===== config.mk =====
export PLATFORM = sky130hd
export DESIGN_NAME = pwm_bank
export DESIGN_NICKNAME = d
export VERILOG_FILES = /design/src/rtl/pwm_bank_pkg.sv /design/src/rtl/pwm_tick_gen.sv /design/src/rtl/pwm_divider.sv /design/src/rtl/pwm_regs.sv /design/src/rtl/pwm_channel.sv /design/src/rtl/pwm_bank.sv
export SDC_FILE = /design/constraint.sdc
export NUM_CORES = 1
export LEC_CHECK = 0
export ABC_AREA = 1
export CAP_MARGIN = 20
export CORE_AREA = 2 2 198 200
export DETAILED_ROUTE_END_ITERATION = 7
export DIE_AREA = 0 0 200 202
export DONT_BUFFER_PORTS = 1
export SLEW_MARGIN = 20
export SYNTH_ARGS = -nofsm -noshare
export SYNTH_HDL_FRONTEND = slang
export SYNTH_HIERARCHICAL = 1
export SYNTH_SLANG_ARGS = --single-unit

===== constraint.sdc =====
create_clock -name clk -period 2.75 [get_ports clk]
set_input_delay 0 -clock clk [delete_from_list [all_inputs] [get_ports clk]]
set_output_delay 0 -clock clk [all_outputs]
set_load 0.02 [all_outputs]

===== src/rtl/pwm_bank_pkg.sv =====
package pwm_bank_pkg;

  localparam int unsigned DW = 8;
  localparam int unsigned AW = 3;
  localparam int unsigned NSRC = 4;

  localparam logic [AW-1:0] ADR_SEL = 3'd0;
  localparam logic [AW-1:0] ADR_CLK = 3'd1;
  localparam logic [AW-1:0] ADR_PER = 3'd2;
  localparam logic [AW-1:0] ADR_PW  = 3'd3;
  localparam logic [AW-1:0] ADR_DIV = 3'd4;

  localparam logic [DW-1:0] PER_RST = 8'hFF;
  localparam logic [DW-1:0] PW_RST  = 8'h80;
  localparam logic [DW-1:0] DIV_RST = 8'hFF;

  // output level for a counter value against a high time
  function automatic logic pwm_level(input logic [DW-1:0] cnt, input logic [DW-1:0] pw);
    return cnt < pw;
  endfunction

  // last tick of a period
  function automatic logic period_end(input logic [DW-1:0] cnt, input logic [DW-1:0] per);
    return cnt == per;
  endfunction

  // divider count has reached the programmed ratio
  function automatic logic div_due(input logic [DW-1:0] dcnt, input logic [DW-1:0] div);
    return dcnt >= (div - 8'd1);
  endfunction

endpackage


===== src/rtl/pwm_tick_gen.sv =====
module pwm_tick_gen
  import pwm_bank_pkg::*;
#(
  parameter int unsigned DIV0 = 750,
  parameter int unsigned DIV1 = 1,
  parameter int unsigned DIV2 = 16,
  parameter int unsigned DIV3 = 256
) (
  input  logic            clk,
  input  logic            rst_n,
  output logic [NSRC-1:0] src_tick
);

  function automatic int unsigned src_div(input int k);
    case (k)
      0:       return DIV0;
      1:       return DIV1;
      2:       return DIV2;
      default: return DIV3;
    endcase
  endfunction

  for (genvar k = 0; k < NSRC; k++) begin : g_src
    if (src_div(k) <= 1) begin : g_every
      assign src_tick[k] = 1'b1;
    end else begin : g_cnt
      localparam int unsigned CW = $clog2(src_div(k));
      localparam logic [CW-1:0] LAST = CW'(src_div(k) - 1);
      logic [CW-1:0] cnt;
      logic          hit;
      assign hit = (cnt == LAST);
      always_ff @(posedge clk) begin
        if (!rst_n) cnt <= '0;
        else        cnt <= hit ? '0 : cnt + 1'b1;
      end
      assign src_tick[k] = hit;

      // a divided source never ticks on two cycles in a row
      assert_tick_gap_R5: assert property (@(posedge clk) disable iff (!rst_n)
        src_tick[k] |=> !src_tick[k]);
    end
  end

endmodule


===== src/rtl/pwm_divider.sv =====
module pwm_divider
  import pwm_bank_pkg::*;
(
  input  logic          clk,
  input  logic          rst_n,
  input  logic          base_tick,
  input  logic [DW-1:0] div_val,
  output logic          div_tick
);

  logic [DW-1:0] dcnt;

  assign div_tick = base_tick && div_due(dcnt, div_val);

  always_ff @(posedge clk) begin
    if (!rst_n) begin
      dcnt <= '0;
    end else if (base_tick) begin
      dcnt <= div_tick ? '0 : dcnt + 8'd1;
    end
  end

  assert_div_nonzero_R6: assert property (@(posedge clk) disable iff (!rst_n)
    div_val != 8'd0);

  // after a divider tick the next can only follow at once for a ratio of one
  assert_div_gap_R6: assert property (@(posedge clk) disable iff (!rst_n)
    div_tick |=> (!div_tick || div_val == 8'd1));

endmodule


===== src/rtl/pwm_regs.sv =====
module pwm_regs
  import pwm_bank_pkg::*;
#(
  parameter int unsigned NUM_CH = 4,
  parameter int unsigned CHW = (NUM_CH > 1) ? $clog2(NUM_CH) : 1
) (
  input  logic                       clk,
  input  logic                       rst_n,
  input  logic                       wr,
  input  logic [AW-1:0]              addr,
  input  logic [DW-1:0]              wdata,
  output logic [DW-1:0]              rdata,
  output logic [NUM_CH-1:0][2:0]     clk_sel,
  output logic [NUM_CH-1:0][DW-1:0]  per_new,
  output logic [NUM_CH-1:0][DW-1:0]  pw_new,
  output logic [DW-1:0]              div_val
);

  logic [CHW-1:0] sel;
  logic           sel_ok;

  assign sel_ok = (32'(wdata) < 32'(NUM_CH));

  always_ff @(posedge clk) begin
    if (!rst_n) begin
      sel     <= '0;
      div_val <= DIV_RST;
    end else if (wr) begin
      if (addr == ADR_SEL && sel_ok)            sel     <= CHW'(wdata);
      if (addr == ADR_DIV && wdata != 8'd0)     div_val <= wdata;
    end
  end

  for (genvar c = 0; c < NUM_CH; c++) begin : g_ch
    logic mine;
    assign mine = wr && (sel == CHW'(c));
    always_ff @(posedge clk) begin
      if (!rst_n) begin
        clk_sel[c] <= 3'd0;
        per_new[c] <= PER_RST;
        pw_new[c]  <= PW_RST;
      end else if (mine) begin
        if (addr == ADR_CLK) clk_sel[c] <= wdata[2:0];
        if (addr == ADR_PER) per_new[c] <= wdata;
        if (addr == ADR_PW)  pw_new[c]  <= wdata;
      end
    end
  end

  always_comb begin
    case (addr)
      ADR_SEL: rdata = DW'(sel);
      ADR_CLK: rdata = {5'b0, clk_sel[sel]};
      ADR_PER: rdata = per_new[sel];
      ADR_PW:  rdata = pw_new[sel];
      ADR_DIV: rdata = div_val;
      default: rdata = '0;
    endcase
  end

  assert_sel_range_R2: assert property (@(posedge clk) disable iff (!rst_n)
    32'(sel) < 32'(NUM_CH));

  assert_div_zero_ignored_R6: assert property (@(posedge clk) disable iff (!rst_n)
    (wr && addr == ADR_DIV && wdata == 8'd0) |=> $stable(div_val));

endmodule


===== src/rtl/pwm_channel.sv =====
module pwm_channel
  import pwm_bank_pkg::*;
(
  input  logic            clk,
  input  logic            rst_n,
  input  logic [NSRC-1:0] src_tick,
  input  logic            div_tick,
  input  logic [2:0]      clk_sel,
  input  logic [DW-1:0]   per_new,
  input  logic [DW-1:0]   pw_new,
  output logic            pwm_out,
  output logic            pwm_edge
);

  logic [DW-1:0] cnt;
  logic [DW-1:0] per_act;
  logic [DW-1:0] pw_act;
  logic          prev_out;
  logic          tick;
  logic          wrap;

  assign tick = clk_sel[2] ? div_tick : src_tick[clk_sel[1:0]];
  assign wrap = tick && period_end(cnt, per_act);

  always_ff @(posedge clk) begin
    if (!rst_n) begin
      cnt      <= '0;
      per_act  <= PER_RST;
      pw_act   <= PW_RST;
      prev_out <= pwm_level('0, PW_RST);
    end else begin
      prev_out <= pwm_out;
      if (wrap) begin
        cnt     <= '0;
        per_act <= per_new;
        pw_act  <= pw_new;
      end else if (tick) begin
        cnt <= cnt + 8'd1;
      end
    end
  end

  assign pwm_out  = pwm_level(cnt, pw_act);
  assign pwm_edge = pwm_out ^ prev_out;

  assert_cnt_bound_R3: assert property (@(posedge clk) disable iff (!rst_n)
    cnt <= per_act);

  assert_zero_width_low_R3: assert property (@(posedge clk) disable iff (!rst_n)
    (pw_act == 8'd0) |-> !pwm_out);

  assert_out_moves_on_tick_R3: assert property (@(posedge clk) disable iff (!rst_n)
    !$stable(pwm_out) |-> $past(tick));

  assert_shadow_hold_R4: assert property (@(posedge clk) disable iff (!rst_n)
    !wrap |=> ($stable(per_act) && $stable(pw_act)));

endmodule


===== src/rtl/pwm_bank.sv =====
module pwm_bank
  import pwm_bank_pkg::*;
#(
  parameter int unsigned NUM_CH   = 4,
  parameter int unsigned SRC0_DIV = 750,
  parameter int unsigned SRC1_DIV = 1,
  parameter int unsigned SRC2_DIV = 16,
  parameter int unsigned SRC3_DIV = 256
) (
  input  logic              clk,
  input  logic              rst_n,
  input  logic              reg_wr,
  input  logic [2:0]        reg_addr,
  input  logic [7:0]        reg_wdata,
  output logic [7:0]        reg_rdata,
  output logic [NUM_CH-1:0] pwm_out,
  output logic [NUM_CH-1:0] pwm_edge
);

  logic [NSRC-1:0]            src_tick;
  logic                       div_tick;
  logic [DW-1:0]              div_val;
  logic [NUM_CH-1:0][2:0]     clk_sel;
  logic [NUM_CH-1:0][DW-1:0]  per_new;
  logic [NUM_CH-1:0][DW-1:0]  pw_new;

  pwm_tick_gen #(
    .DIV0(SRC0_DIV), .DIV1(SRC1_DIV), .DIV2(SRC2_DIV), .DIV3(SRC3_DIV)
  ) u_ticks (
    .clk(clk), .rst_n(rst_n), .src_tick(src_tick)
  );

  pwm_divider u_div (
    .clk(clk), .rst_n(rst_n), .base_tick(src_tick[1]),
    .div_val(div_val), .div_tick(div_tick)
  );

  pwm_regs #(.NUM_CH(NUM_CH)) u_regs (
    .clk(clk), .rst_n(rst_n), .wr(reg_wr), .addr(reg_addr), .wdata(reg_wdata),
    .rdata(reg_rdata), .clk_sel(clk_sel), .per_new(per_new), .pw_new(pw_new),
    .div_val(div_val)
  );

  for (genvar c = 0; c < NUM_CH; c++) begin : g_pwm
    pwm_channel u_ch (
      .clk(clk), .rst_n(rst_n), .src_tick(src_tick), .div_tick(div_tick),
      .clk_sel(clk_sel[c]), .per_new(per_new[c]), .pw_new(pw_new[c]),
      .pwm_out(pwm_out[c]), .pwm_edge(pwm_edge[c])
    );
  end

  // a flag only appears when the matching output has just changed
  assert_edge_tracks_out_R7: assert property (@(posedge clk) disable iff (!rst_n)
    (pwm_out == $past(pwm_out)) |-> (pwm_edge == '0));

endmodule


==> impl_results.md, run 1 <==
- H-tree levels: 1
- Area grow syn2layout: 17.1%
- Register area share after synthesis: 35.7%
- Worst Path Required: ~3.2 ns
- Pre-CTS setup slack: approximately 0.056 ns
- Leakage: 6.82 nW
- Buffers added on ports: 0
- Status: finished, final reports clean
- Final worst slack: 0.110 ns
- CP arrival: 3.08 ns
- Asr flop ratio synth: 0%
- EDFF count, synth: 0
- Top-Level Pins: 30
- CP max FO: 15
- FF-to-FF setup slack: between 0.1 and 0.15 ns
- Vias in the first global route: about 10000
- Synthesized flop and latch total: about 220
- Final period util: 96.0%
- Post-Syn Nets: between 1500 and 2000
- Largest family of logic cells by synthesized area: simple AND/OR/NAND/NOR gates
- Residual DRC: 0
- Clock sinks: about 220
- WL per Instance: 13.2 microns
- Clk buf depth: 3
- Xor-xnor portion of the synthesized cell area: 2.32%
- Commonest cells after routing, fill and taps aside: nand2_1, inv_1, nand3_1
- GR Overflow Total: 0
- First-pass GRT wire length: just over 50 mm
- Max Slew Vio Count: 0
- Synth Flop Type: dfxtp_1
- Mux share of post-synthesis cell area: 0%
- CTS buffer count: 25
- Setup TNS Final: 0 ns
- Worst min path class: in2reg
- Largest net degree at the start of global routing: 159
- Placed Cells: 2314
- CP most frequent cell: nand2_2
- Largest area contributor in the netlist: dfxtp_1
- Top-area cell type share of the netlist area: 35.7%
- Actual slew at the worst max-slew pin: 0.644 ns
- Final Wtd Congestion: 0.851
- DP Wirelength: 21.7 mm
- Core Area: 38300 sq um
- CTS tree: yes
- Syn Area/Cell: 6.60 sq um
- Cell variety after synth: 41
- Vias per std cell: 4.66
- Final setup fails: 0
- Startpoint Class: flop
- Simple-gate share of the synthesized area: 38.3%
- Die ar.: 40400 sq um
- Fmax: 379 MHz
- Fillers: 4019
- Synth Area in Adders: 4.76%
- Max_slew headroom: 57.1%
- CP top delay family: simple AND/OR/NAND/NOR gates
- TritonRoute pass-1 iters: 7
- Most common cell after layout, fill and taps aside: nand2_1
- Final Critical Period: 2.64 ns
- Clock skew: 0.0306 ns
- Buf+Inv Stages, Crit Path: 3
- Root buffer cell: clkbuf_16
- Initial DRC count: between 900 and 1000
- Die height: 202 microns
- Antenna-violating nets left: 0
- Synth area leaders: dfxtp_1, nand2_1, nand3_1
- Row cnt: 72
- Non-Filler Instances: 2397
- Peak supply drop: 0.416 mV
- Initial core utilization: 31.6%
- Vias: 11200
- Compound-Gate Fraction of Synth Area: 7.38%
- Critical-path cell list: nor2_4 -> nand4_1 -> nor3_2 -> xnor2_1 -> ha_1 -> a21o_1 -> nor2_2 -> nand2_1 -> nand2_2 -> inv_2 -> buf_12 -> nand2_2 -> nand2_4 -> clkbuf_16 -> a21oi_1 -> nor2_1
- CP peak stage delay: 0.35 ns
- Critical-path top delay cell: dfxtp_2
- Max_cap viols: 0
- Final #Nets: 1919
- CP Class: reg2reg
- Total Wirelength: 31.7 mm
- Syn Inst Count: 1833
- Initial antenna violation count: 1
- Clock Latency Late Sink: ~0.55 ns
- Power Density: slightly below 500 nW/um^2
- Share of cells above drive strength 1: approximately a tenth
- Ys Warns: 6
- Worst-path clk slew: 0.06 ns
- Die W: ~200 microns
- Total GRT Usage: around 16%
- Cell Area, Synth: 12100 sq um
- Final hold violations: 0
- Setup crit end kind: flop
layer usage:
metal / part of all wire [%] / global-route usage [%] / vias up / routed length [microns]
li1: - / - / 5806 / -
met1: 46 / 21.3 / 5048 / 14600
met2: 45 / 25.3 / 275 / 14400
met3: 7.1 / 3.37 / 39 / 2250
met4: 1.6 / 3.41 / 0 / 492
met5: 0 / 0 / - / 0
final cells by class:
cell class / instances / area [sq um] / share of cell area, %
Antenna cell: 1 / 2.50 / 0.0177
Clock buffer: 39 / 798 / 5.64
Clock inverter: 7 / 103 / 0.724
Inverter: 253 / 952 / 6.72
Multi-Input combinational cell: 1302 / 6570 / 46.4
Sequential cell: 216 / 4330 / 30.6
Tap cell: 518 / 648 / 4.58
Timing Repair Buffer: 61 / 764 / 5.40
flip-flops by register name, indices dropped and copies added, names as in the netlist:
register	cells
g_pwm.u_ch/cnt	32
g_pwm.u_ch/per_act	32
g_pwm.u_ch/pw_act	32
u_regs/per_new	32
u_regs/pw_new	32
u_ticks/g_src.g_cnt.cnt	22
u_regs/clk_sel	12
u_div/dcnt	8
u_regs/div_val	8
g_pwm.u_ch/prev_out	4
u_regs/sel	2
final timing paths:
check / start / endpoint / cells after the start
worst max-delay path: u_regs/div_val[2]$_SDFFE_PN1P_ / g_pwm[0].u_ch/pw_act[0]$_SDFFE_PN0P_ / 16
worst min-delay path: reg_addr[2] / u_regs/sel[1]$_SDFFE_PN0P_ / 6
worst max register to register: u_regs/div_val[2]$_SDFFE_PN1P_ / g_pwm[0].u_ch/pw_act[0]$_SDFFE_PN0P_ / 16
worst min register to register: g_pwm[1].u_ch/pw_act[7]$_SDFFE_PN1P_ / g_pwm[1].u_ch/pw_act[7]$_SDFFE_PN1P_ / 2
repair_timing:
action	in CTS	in global routing
hold buffers	27	0
setup buffers	0	1
gates resized for setup	0	46
hold endpoints to repair	216	0
endpoints found under the setup margin	0	96
cells by family (layout without fill, tap and decap cells):
| logic type | Yosys count | count (layout) |
|---|---|---|
| adder cells (fa/ha/maj) | 46 | 46 |
| AO/OA/AOI/OAI | 156 | 156 |
| buffers and inverters | 315 | 360 |
| other | 1 | 2 |
| XOR/XNOR | 32 | 32 |
| AND/OR/NAND/NOR | 1067 | 1067 |
| flip-flops | 216 | 216 |
synthesized netlist by cell type (18+ instances only):
library cell,n
a21oi_1,65
clkbuf_1,21
dfxtp_1,216
ha_1,46
inv_1,231
inv_2,21
nand2_1,573
nand2_2,18
nand3_1,216
nor2_1,202
o211ai_1,28
o21ai_0,52
xor2_1,27
through the flow:
step | hold WS, ns | util [%] | cell area (sq um) | total power, W
after floorplan | 0.109 | - | 12100 | 0.00345
after global placement | 0.111 | 32.9 | 12600 | 0.00346
after detailed placement | 0.0983 | 32.9 | 12600 | 0.00347
after CTS | 0.0280 | 36.0 | 13800 | 0.00712
after global routing | 0.0673 | 37.0 | 14200 | 0.00731
final | 0.0610 | 37.0 | 14200 | 0.00704
power by group:
part	leakage [nW]	switching, W	internal [W]
Sequential	1.75	0.0000300	0.00316
Combinational	4.62	0.000213	0.0000970
Clock	0.447	0.00136	0.00218
Total	6.82	0.00161	0.00544
worst reg2reg max path, cell delays in order, from the launching register on:
cell       delay (ns)
dfxtp_2          0.35
nor2_4           0.12
nand4_1          0.16
nor3_2           0.22
xnor2_1          0.14
ha_1             0.27
a21o_1           0.21
nor2_2           0.12
nand2_1          0.08
nand2_2          0.07
inv_2            0.04
buf_12           0.14
nand2_2          0.09
nand2_4          0.10
clkbuf_16        0.20
a21oi_1          0.16
nor2_1           0.06
Note: power is estimated with default switching activity, not from simulation.
==> inputs of run 2 (changes only) <==
--- a/config.mk
+++ b/config.mk
@@ -6,13 +6,12 @@
 export NUM_CORES = 1
 export LEC_CHECK = 0
 export ABC_AREA = 1
-export CAP_MARGIN = 20
-export CORE_AREA = 2 2 198 200
+export CAP_MARGIN = 30
+export CORE_AREA = 2 2 192 194
 export DETAILED_ROUTE_END_ITERATION = 7
-export DIE_AREA = 0 0 200 202
+export DIE_AREA = 0 0 194 196
 export DONT_BUFFER_PORTS = 1
 export SLEW_MARGIN = 20
 export SYNTH_ARGS = -nofsm -noshare
 export SYNTH_HDL_FRONTEND = slang
-export SYNTH_HIERARCHICAL = 1
 export SYNTH_SLANG_ARGS = --single-unit
==> run 2 against run 1 <==
Core utilization rose by 1.7 points. Wire length shrank 1.3%. Flip-flop and latch count is the same. First-iteration DRC count fell by 32%. Via count decreased by 8.8%. Combinational power about the same. Clock skew shrank 0.021 ns. Die area down 5.9%. Critical endpoint is now g_pwm[1].u_ch.pw_act[1]$_SDFFE_PN0P_.
==> impl_results.md, run 2 <==
- Area grow syn2layout: 23.3%
- Top-Level Pins: 30
- Post-Syn Nets: 1539
- Share of cells above drive strength 1: 11.6%
- Hold path start: reg_wdata[2]
- Hold path depth: 2
- Worst R2R End: g_pwm[1].u_ch.pw_act[1]$_SDFFE_PN0P_
- DP Wirelength: 20.8 mm
- Syn Inst Count: 1479
- Root buffer cell: clkbuf_16
- Seq. cell area: 4320 sq um
- Initial DRC count: 637
- First-pass GRT wire length: 50.4 mm
- Hold-critical path endpoint: u_regs.clk_sel[8]$_SDFFE_PN0P_
- Synthesized flop and latch total: 216
- Max_cap viols: 0
- Pre-CTS setup slack: 0.0173 ns
- Die W: 194 microns
- Antenna-violating nets left: 0
- Final worst slack: 0.0816 ns
- Worst-path clk slew: approximately 0.060 ns
- Most common cell after layout, fill and taps aside: nand2_1
- Startpoint Class: flop
- Vias per std cell: 4.91
- Total GRT Usage: 16.0%
- Final period util: 97.0%
- H-tree levels: 1
- Fmax: 375 MHz
- Clock Latency Late Sink: 0.53 ns
- WL per Instance: 15.1 microns
- Die ar.: 38000 sq um
- Initial core utilization: 31.4%
- Non-Filler Instances: 2074
- CTS tree: yes
- Commonest cells after routing, fill and taps aside: nand2_1, dfxtp_1, inv_1
- Cell variety after synth: 44
- Top-area cell type share of the netlist area: between 30% and 40%
- Cell Area, Synth: 11300 sq um
- Count leader, synth: nand2_1
- Placed Cells: 1906
- CTS buffer count: 26
- Core Area: 36100 sq um
- Vias: 10200
- Multi-input gate area: 5980 sq um
- Routed length on met3: 1.84 mm
- Final Wtd Congestion: 0.878
- Row cnt: 70
- Largest area contributor in the netlist: dfxtp_1
- Ant. Diodes: 0
- Residual DRC: 0
- Worst min path class: in2reg
- Max Slew Vio Count: 0
- Total Wirelength: 31.3 mm
- CP Class: reg2reg
- Asr flop ratio synth: 0%
- Worst Path Required: 3.18 ns
- Clk buf depth: 3
- Initial antenna violation count: 0
- Clock skew: 0.00987 ns
- Leakage: around 5.7 nW
- Synth Flop Type: dfxtp_1
- Register area share after synthesis: 38.2%
- Power Density: 505 nW/um^2
- CP arrival: 3.10 ns
- Synth Area in Adders: 5.09%
- GR Overflow Total: 0
- Die height: around 200 microns
- Setup TNS Final: 0 ns
- Simple-gate share of the synthesized area: about 28%
- Metal1 wirelength: 13.9 mm
- TritonRoute pass-1 iters: 5
- Final core utilization: about two fifths
- Wire length on met2: 14.6 mm
- Status: finished, final reports clean
- Final #Nets: 1648
- Cells on worst reg2reg path: 15
- CP startpoint: u_regs.div_val[0]$_SDFFE_PN1P_
- Clock sinks: 216
- Hold slack: 0.0334 ns
- Buffers added on ports: 0
- CP max FO: 5
- Syn Area/Cell: ~7.7 sq um
- Actual slew at the worst max-slew pin: a little over 0.7 ns
- Fillers: between 3000 and 4000
- Compound-Gate Fraction of Synth Area: 13.7%
- Synth top cells by count: nand2_1, dfxtp_1, inv_1, nor2_1, nand3_1
- Final hold violations: 0
- Ys Warns: 0
- EDFF count, synth: 0
- Largest net degree at the start of global routing: approximately 170
- Setup crit end kind: flop
- Mux share of post-synthesis cell area: 0%
- Final setup fails: 0
- Xor-xnor portion of the synthesized cell area: under 10%
- Top Layer Used: met4
- Peak supply drop: 0.463 mV
- FF-to-FF setup slack: between 0.08 and 0.09 ns
- Vias in the first global route: 9735
- Synth area leaders: dfxtp_1, nand2_1, inv_1
- Max_slew headroom: 51.7%
- Final Critical Period: 2.67 ns
- Largest family of logic cells by synthesized area: simple AND/OR/NAND/NOR gates
- Reg2reg start: u_regs.div_val[0]$_SDFFE_PN1P_
run 2: cell count changes after synthesis, moves of 8 or more:
cell,previous run,this run
a21oi_1,65,92
inv_1,231,154
nand2_4,8,0
nand2_2,18,3
o22ai_1,0,12
nand2_1,573,322
a22oi_1,0,19
nand3_1,216,102
o211ai_1,28,13
o211ai_2,0,28
xor2_1,27,55
nor2_1,202,109
nand4_1,13,75
run 2: worst max path at each step:
stage	endpoint	slack, ns	depth (start not counted)
final	g_pwm[1].u_ch.pw_act[1]$_SDFFE_PN0P_	0.08	15
after global routing	u_div.dcnt[3]$_SDFF_PP0_	-0.03	11
after CTS	g_pwm[2].u_ch.cnt[2]$_SDFFE_PP0P_	0.002	13
after detailed placement	g_pwm[2].u_ch.cnt[2]$_SDFFE_PP0P_	0.02	13
after global placement	g_pwm[2].u_ch.pw_act[0]$_SDFFE_PN0P_	0.14	14
after floorplan	g_pwm[1].u_ch.pw_act[6]$_SDFFE_PN0P_	0.32	15
run 2: kinds of logic after synthesis:
logic type / count (synthesis)
flops: 216
compound gates: 236
xor+xnor: 67
simple gates: 666
fa+ha+maj: 46
buf+inv: 248
run 2: timing repair:
action,4_1_cts,5_1_grt
endpoints found under the hold margin,216,103
setup endpoints to repair,0,100
setup buffers,0,2
resized for setup,0,26
hold buffers,117,2
run 2: layout make-up:
cell class | instances | share of cell area, %
Clock buffer | 39 | 5.74
Multi-Input combinational cell | 1015 | 42.9
Inverter | 181 | 4.89
Sequential cell | 216 | 31.0
Timing Repair Buffer | 148 | 10.6
Tap cell | 468 | 4.20
Clock inverter | 7 | 0.655
run 2: report_power, final:
part           switching [W]  internal (W)  leakage, nW
sequential         0.0000303       0.00316         1.75
combinational       0.000201      0.000106         3.55
clock                0.00136       0.00218        0.439
run 2: metrics by stage:
stage	total power [W]	area [sq um]
after floorplan	0.00346	11300
after global placement	0.00349	11700
after detailed placement	0.00350	11700
after CTS	0.00708	13800
after global routing	0.00727	14000
final	0.00704	14000
run 2: layer usage:
| metal | vias to the layer above | global-route usage (%) |
|---|---|---|
| met2 | 222 | 27.1 |
| met1 | 4779 | 20.3 |
| met3 | 56 | 3.21 |
| li1 | 5126 | - |
| met5 | - | 0 |
| met4 | 0 | 5.61 |
run 2: critical path, stage by stage (launching register included):
cell and delay [ns]:
dfxtp_1 0.30, inv_1 0.12, nand2_1 0.10, or3_4 0.35
nor3_2 0.15, xnor2_1 0.15, ha_1 0.29, a21oi_2 0.17
o21a_1 0.18, buf_12 0.14, nand3_4 0.15, nand3_4 0.13
buf_4 0.16, nand2_1 0.07, inv_1 0.06, nor2_1 0.04
==> inputs of run 3 (changes only) <==
--- a/config.mk
+++ b/config.mk
@@ -5,11 +5,10 @@
 export SDC_FILE = /design/constraint.sdc
 export NUM_CORES = 1
 export LEC_CHECK = 0
-export ABC_AREA = 1
 export CAP_MARGIN = 30
-export CORE_AREA = 2 2 192 194
+export CORE_AREA = 10 10 198 200
 export DETAILED_ROUTE_END_ITERATION = 7
-export DIE_AREA = 0 0 194 196
+export DIE_AREA = 0 0 208 210
 export DONT_BUFFER_PORTS = 1
 export SLEW_MARGIN = 20
 export SYNTH_ARGS = -nofsm -noshare
==> run 3 against run 2 <==
Synthesized cell count decreased by 19%. Critical endpoint is now g_pwm[2].u_ch.cnt[7]$_SDFFE_PP0P_. Sequential share of layout area is 0.48 points lower. Global-route usage fell by 2.8 points. Design area is 1.7% higher.
==> impl_results.md, run 3 <==
- Cells on worst reg2reg path: 13
- Sw Ratio: between 20 and 25%
- Syn Area/Cell: 9.24 sq um
- Combinational fraction of design power: under 10%
- CTS buffer count: 25
- Max Slew Vio Count: 0
- Leakage: 5.12 nW
- Startpoint Class: flop
- Die ar.: between 40000 and 50000 sq um
- Total Wirelength: 30.9 mm
- Antenna-violating nets left: 0
- CTS tree: yes
- Worst R2R End: g_pwm[2].u_ch.cnt[7]$_SDFFE_PP0P_
- Clk buf depth: 3
- Synthesized flop and latch total: roughly 220
- Count leader, synth: dfxtp_1
- First-pass GRT wire length: roughly 48 mm
- End point of the critical path: g_pwm[2].u_ch.cnt[7]$_SDFFE_PP0P_
- Pre-CTS setup slack: -0.331 ns
- Buffers added on ports: 0
- Actual slew at the worst max-slew pin: 0.849 ns
- Top-Level Pins: 30
- Final Critical Period: 2.72 ns
- Share of cells above drive strength 1: 14.6%
- Synth top cells by count: dfxtp_1, nand2_1, mux2i_1, nand3_1, nor2_1
- RSZ-0062 raised after global routing: true
- Vias: 9037
- Row cnt: just under 70
- Final worst slack: 0.0283 ns
- Reg2reg start: u_regs.div_val[3]$_SDFFE_PN1P_
- EDFF count, synth: 0
- Vias per std cell: just under 5
- Die W: approximately 210 microns
- Root buffer cell: clkbuf_16
- Placed Cells: 1644
- Residual DRC: 0
- Die height: 210 microns
- Clock sinks: 216
- Final hold violations: 0
- Initial DRC count: 508
- Asr flop ratio synth: 0%
- Final period util: 99.0%
- WL per Instance: between 15 and 20 microns
- Fmax: ~370 MHz
- Top-area cell type share of the netlist area: 39.0%
- CP Class: reg2reg
- Initial core utilization: 31.5%
- CP max FO: 5
- Clock skew: ~0.0081 ns
- Cell Area, Synth: 11100 sq um
- Final setup fails: 0
- Status: finished, final reports clean
- Post-Syn Nets: 1261
- Vias in the first global route: 8682
- GR Overflow Total: 0
- DP Wirelength: slightly below 20 mm
- FF-to-FF setup slack: approximately 0.028 ns
- Power Density: 477 nW/um^2
- Sw Pwr: 0.00152 W
- Core Area: ~35000 sq um
- Largest net degree at the start of global routing: roughly 210
- Synth Flop Type: dfxtp_1
- Max_slew headroom: 43.2%
- Total GRT Usage: 13.3%
- CP startpoint: u_regs.div_val[3]$_SDFFE_PN1P_
- Max_cap viols: 0
- TritonRoute pass-1 iters: 5
- Cell Int Power: ~0.0053 W
- Non-Filler Instances: 1819
- Syn Inst Count: 1201
- Overall power: 0.00677 W
- Most common cell after layout, fill and taps aside: dfxtp_1
- Clock share of power: about half
- Clock Latency Late Sink: 0.52 ns
- Sequential Power Share: 47.1%
- Register area share after synthesis: 39.0%
- Cell variety after synth: 71
- Largest area contributor in the netlist: dfxtp_1
- Worst Path Required: ~3.2 ns
- Synth area leaders: dfxtp_1, mux2i_1, nand2_1
- Setup crit end kind: flop
- Commonest cells after routing, fill and taps aside: dfxtp_1, nand2_1, dlygate4sd3_1
- Peak supply drop: 0.397 mV
- Area grow syn2layout: 27.8%
- Worst-path clk slew: about 0.06 ns
- Final Wtd Congestion: 0.812
- H-tree levels: 1
- CP arrival: about 3.1 ns
- Initial antenna violation count: 0
- Worst min path class: in2reg
- Final #Nets: 1401
- Ys Warns: 0
## run 3: worst min path at each step
| stage | start | to | slack (ns) | cells past startpoint |
|---|---|---|---|---|
| after global routing | rst_n | u_regs.pw_new[23]$_SDFFE_PN1P_ | 0.12 | 2 |
| after floorplan | reg_wdata[1] | u_regs.clk_sel[10]$_SDFFE_PN0P_ | 0.17 | 2 |
| final | rst_n | u_ticks.g_src[3].g_cnt.cnt[2]$_SDFF_PP0_ | 0.14 | 2 |
| after global placement | rst_n | g_pwm[2].u_ch.per_act[6]$_SDFFE_PN1P_ | 0.12 | 1 |
| after detailed placement | rst_n | u_regs.div_val[7]$_SDFFE_PN1P_ | 0.13 | 1 |
| after CTS | rst_n | g_pwm[2].u_ch.per_act[2]$_SDFFE_PN1P_ | -0.41 | 1 |
## run 3: area by class of cell
class / count / area [sq um]
Fill cell: 3402 / 21000
Multi-Input combinational cell: 863 / 6440
Sequential cell: 216 / 4330
Timing Repair Buffer: 183 / 1840
Clock buffer: 32 / 692
Tap cell: 461 / 577
Inverter: 52 / 200
Clock inverter: 10 / 111
Antenna cell: 2 / 5.00
## run 3: cells by family (layout without fill, tap and decap cells)
kind of cell    Yosys count  count (layout)  synth area share [%]
xor+xnor                 71              71                  5.60
compound gates          147             147                  9.73
other cells               0               2                     0
simple gates            472             473                  22.0
mux                     126             126                  13.5
flops                   216             216                  39.0
fa+ha+maj                46              46                  5.19
buf+inv                 123             277                  5.05
## run 3: critical path, cell delays in order, from the launching register on
cell and delay, ns:
dfxtp_2 0.33, nor2_4 0.13, nand3_2 0.11, nor4_4 0.23
xnor2_1 0.11, ha_1 0.31, a21o_1 0.23, buf_6 0.12
a311oi_2 0.03, buf_4 0.18, buf_6 0.12, or2_4 0.28
a22o_1 0.21, a22o_1 0.20
## run 3: routing by layer
metal	global-route usage, %	part of all wire (%)	vias up
met2	23.1	49	174
met5	0	0	-
met3	2.26	4.4	61
met4	4.75	3.6	0
li1	-	-	4466
met1	16.1	43	4336
## run 3: metrics by stage
step | instance area [sq um] | TNS (ns) | util, % | hold WS (ns)
finish | 14200 | 0 | 40.3 | 0.138
global route | 14200 | -1.19 | 40.3 | 0.117
CTS | 13800 | -0.00334 | 39.0 | -0.415
detailed placement | 11700 | -8.93 | 33.3 | 0.127
global placement | 11700 | -9.54 | 33.3 | 0.120
floorplan | 11100 | 0 | - | 0.169
## run 3: power groups by stage
stage          clock network [W]  logic [W]  registers (W)
2_1_floorplan                  0   0.000198        0.00325
3_3_place_gp                   0   0.000197        0.00325
3_5_place_dp                   0   0.000200        0.00325
4_1_cts                  0.00334   0.000264        0.00318
5_1_grt                  0.00348   0.000329        0.00319
6_report                 0.00328   0.000307        0.00319
## run 3: what timing repair did
item / CTS / global route
pin swaps: 7 / 25
cloned: 2 / 2
hold buffers: 104 / 12
endpoints found under the hold margin: 216 / 112
endpoints found under the setup margin: 86 / 89
buffers inserted: 7 / 4
gates resized for setup: 21 / 59
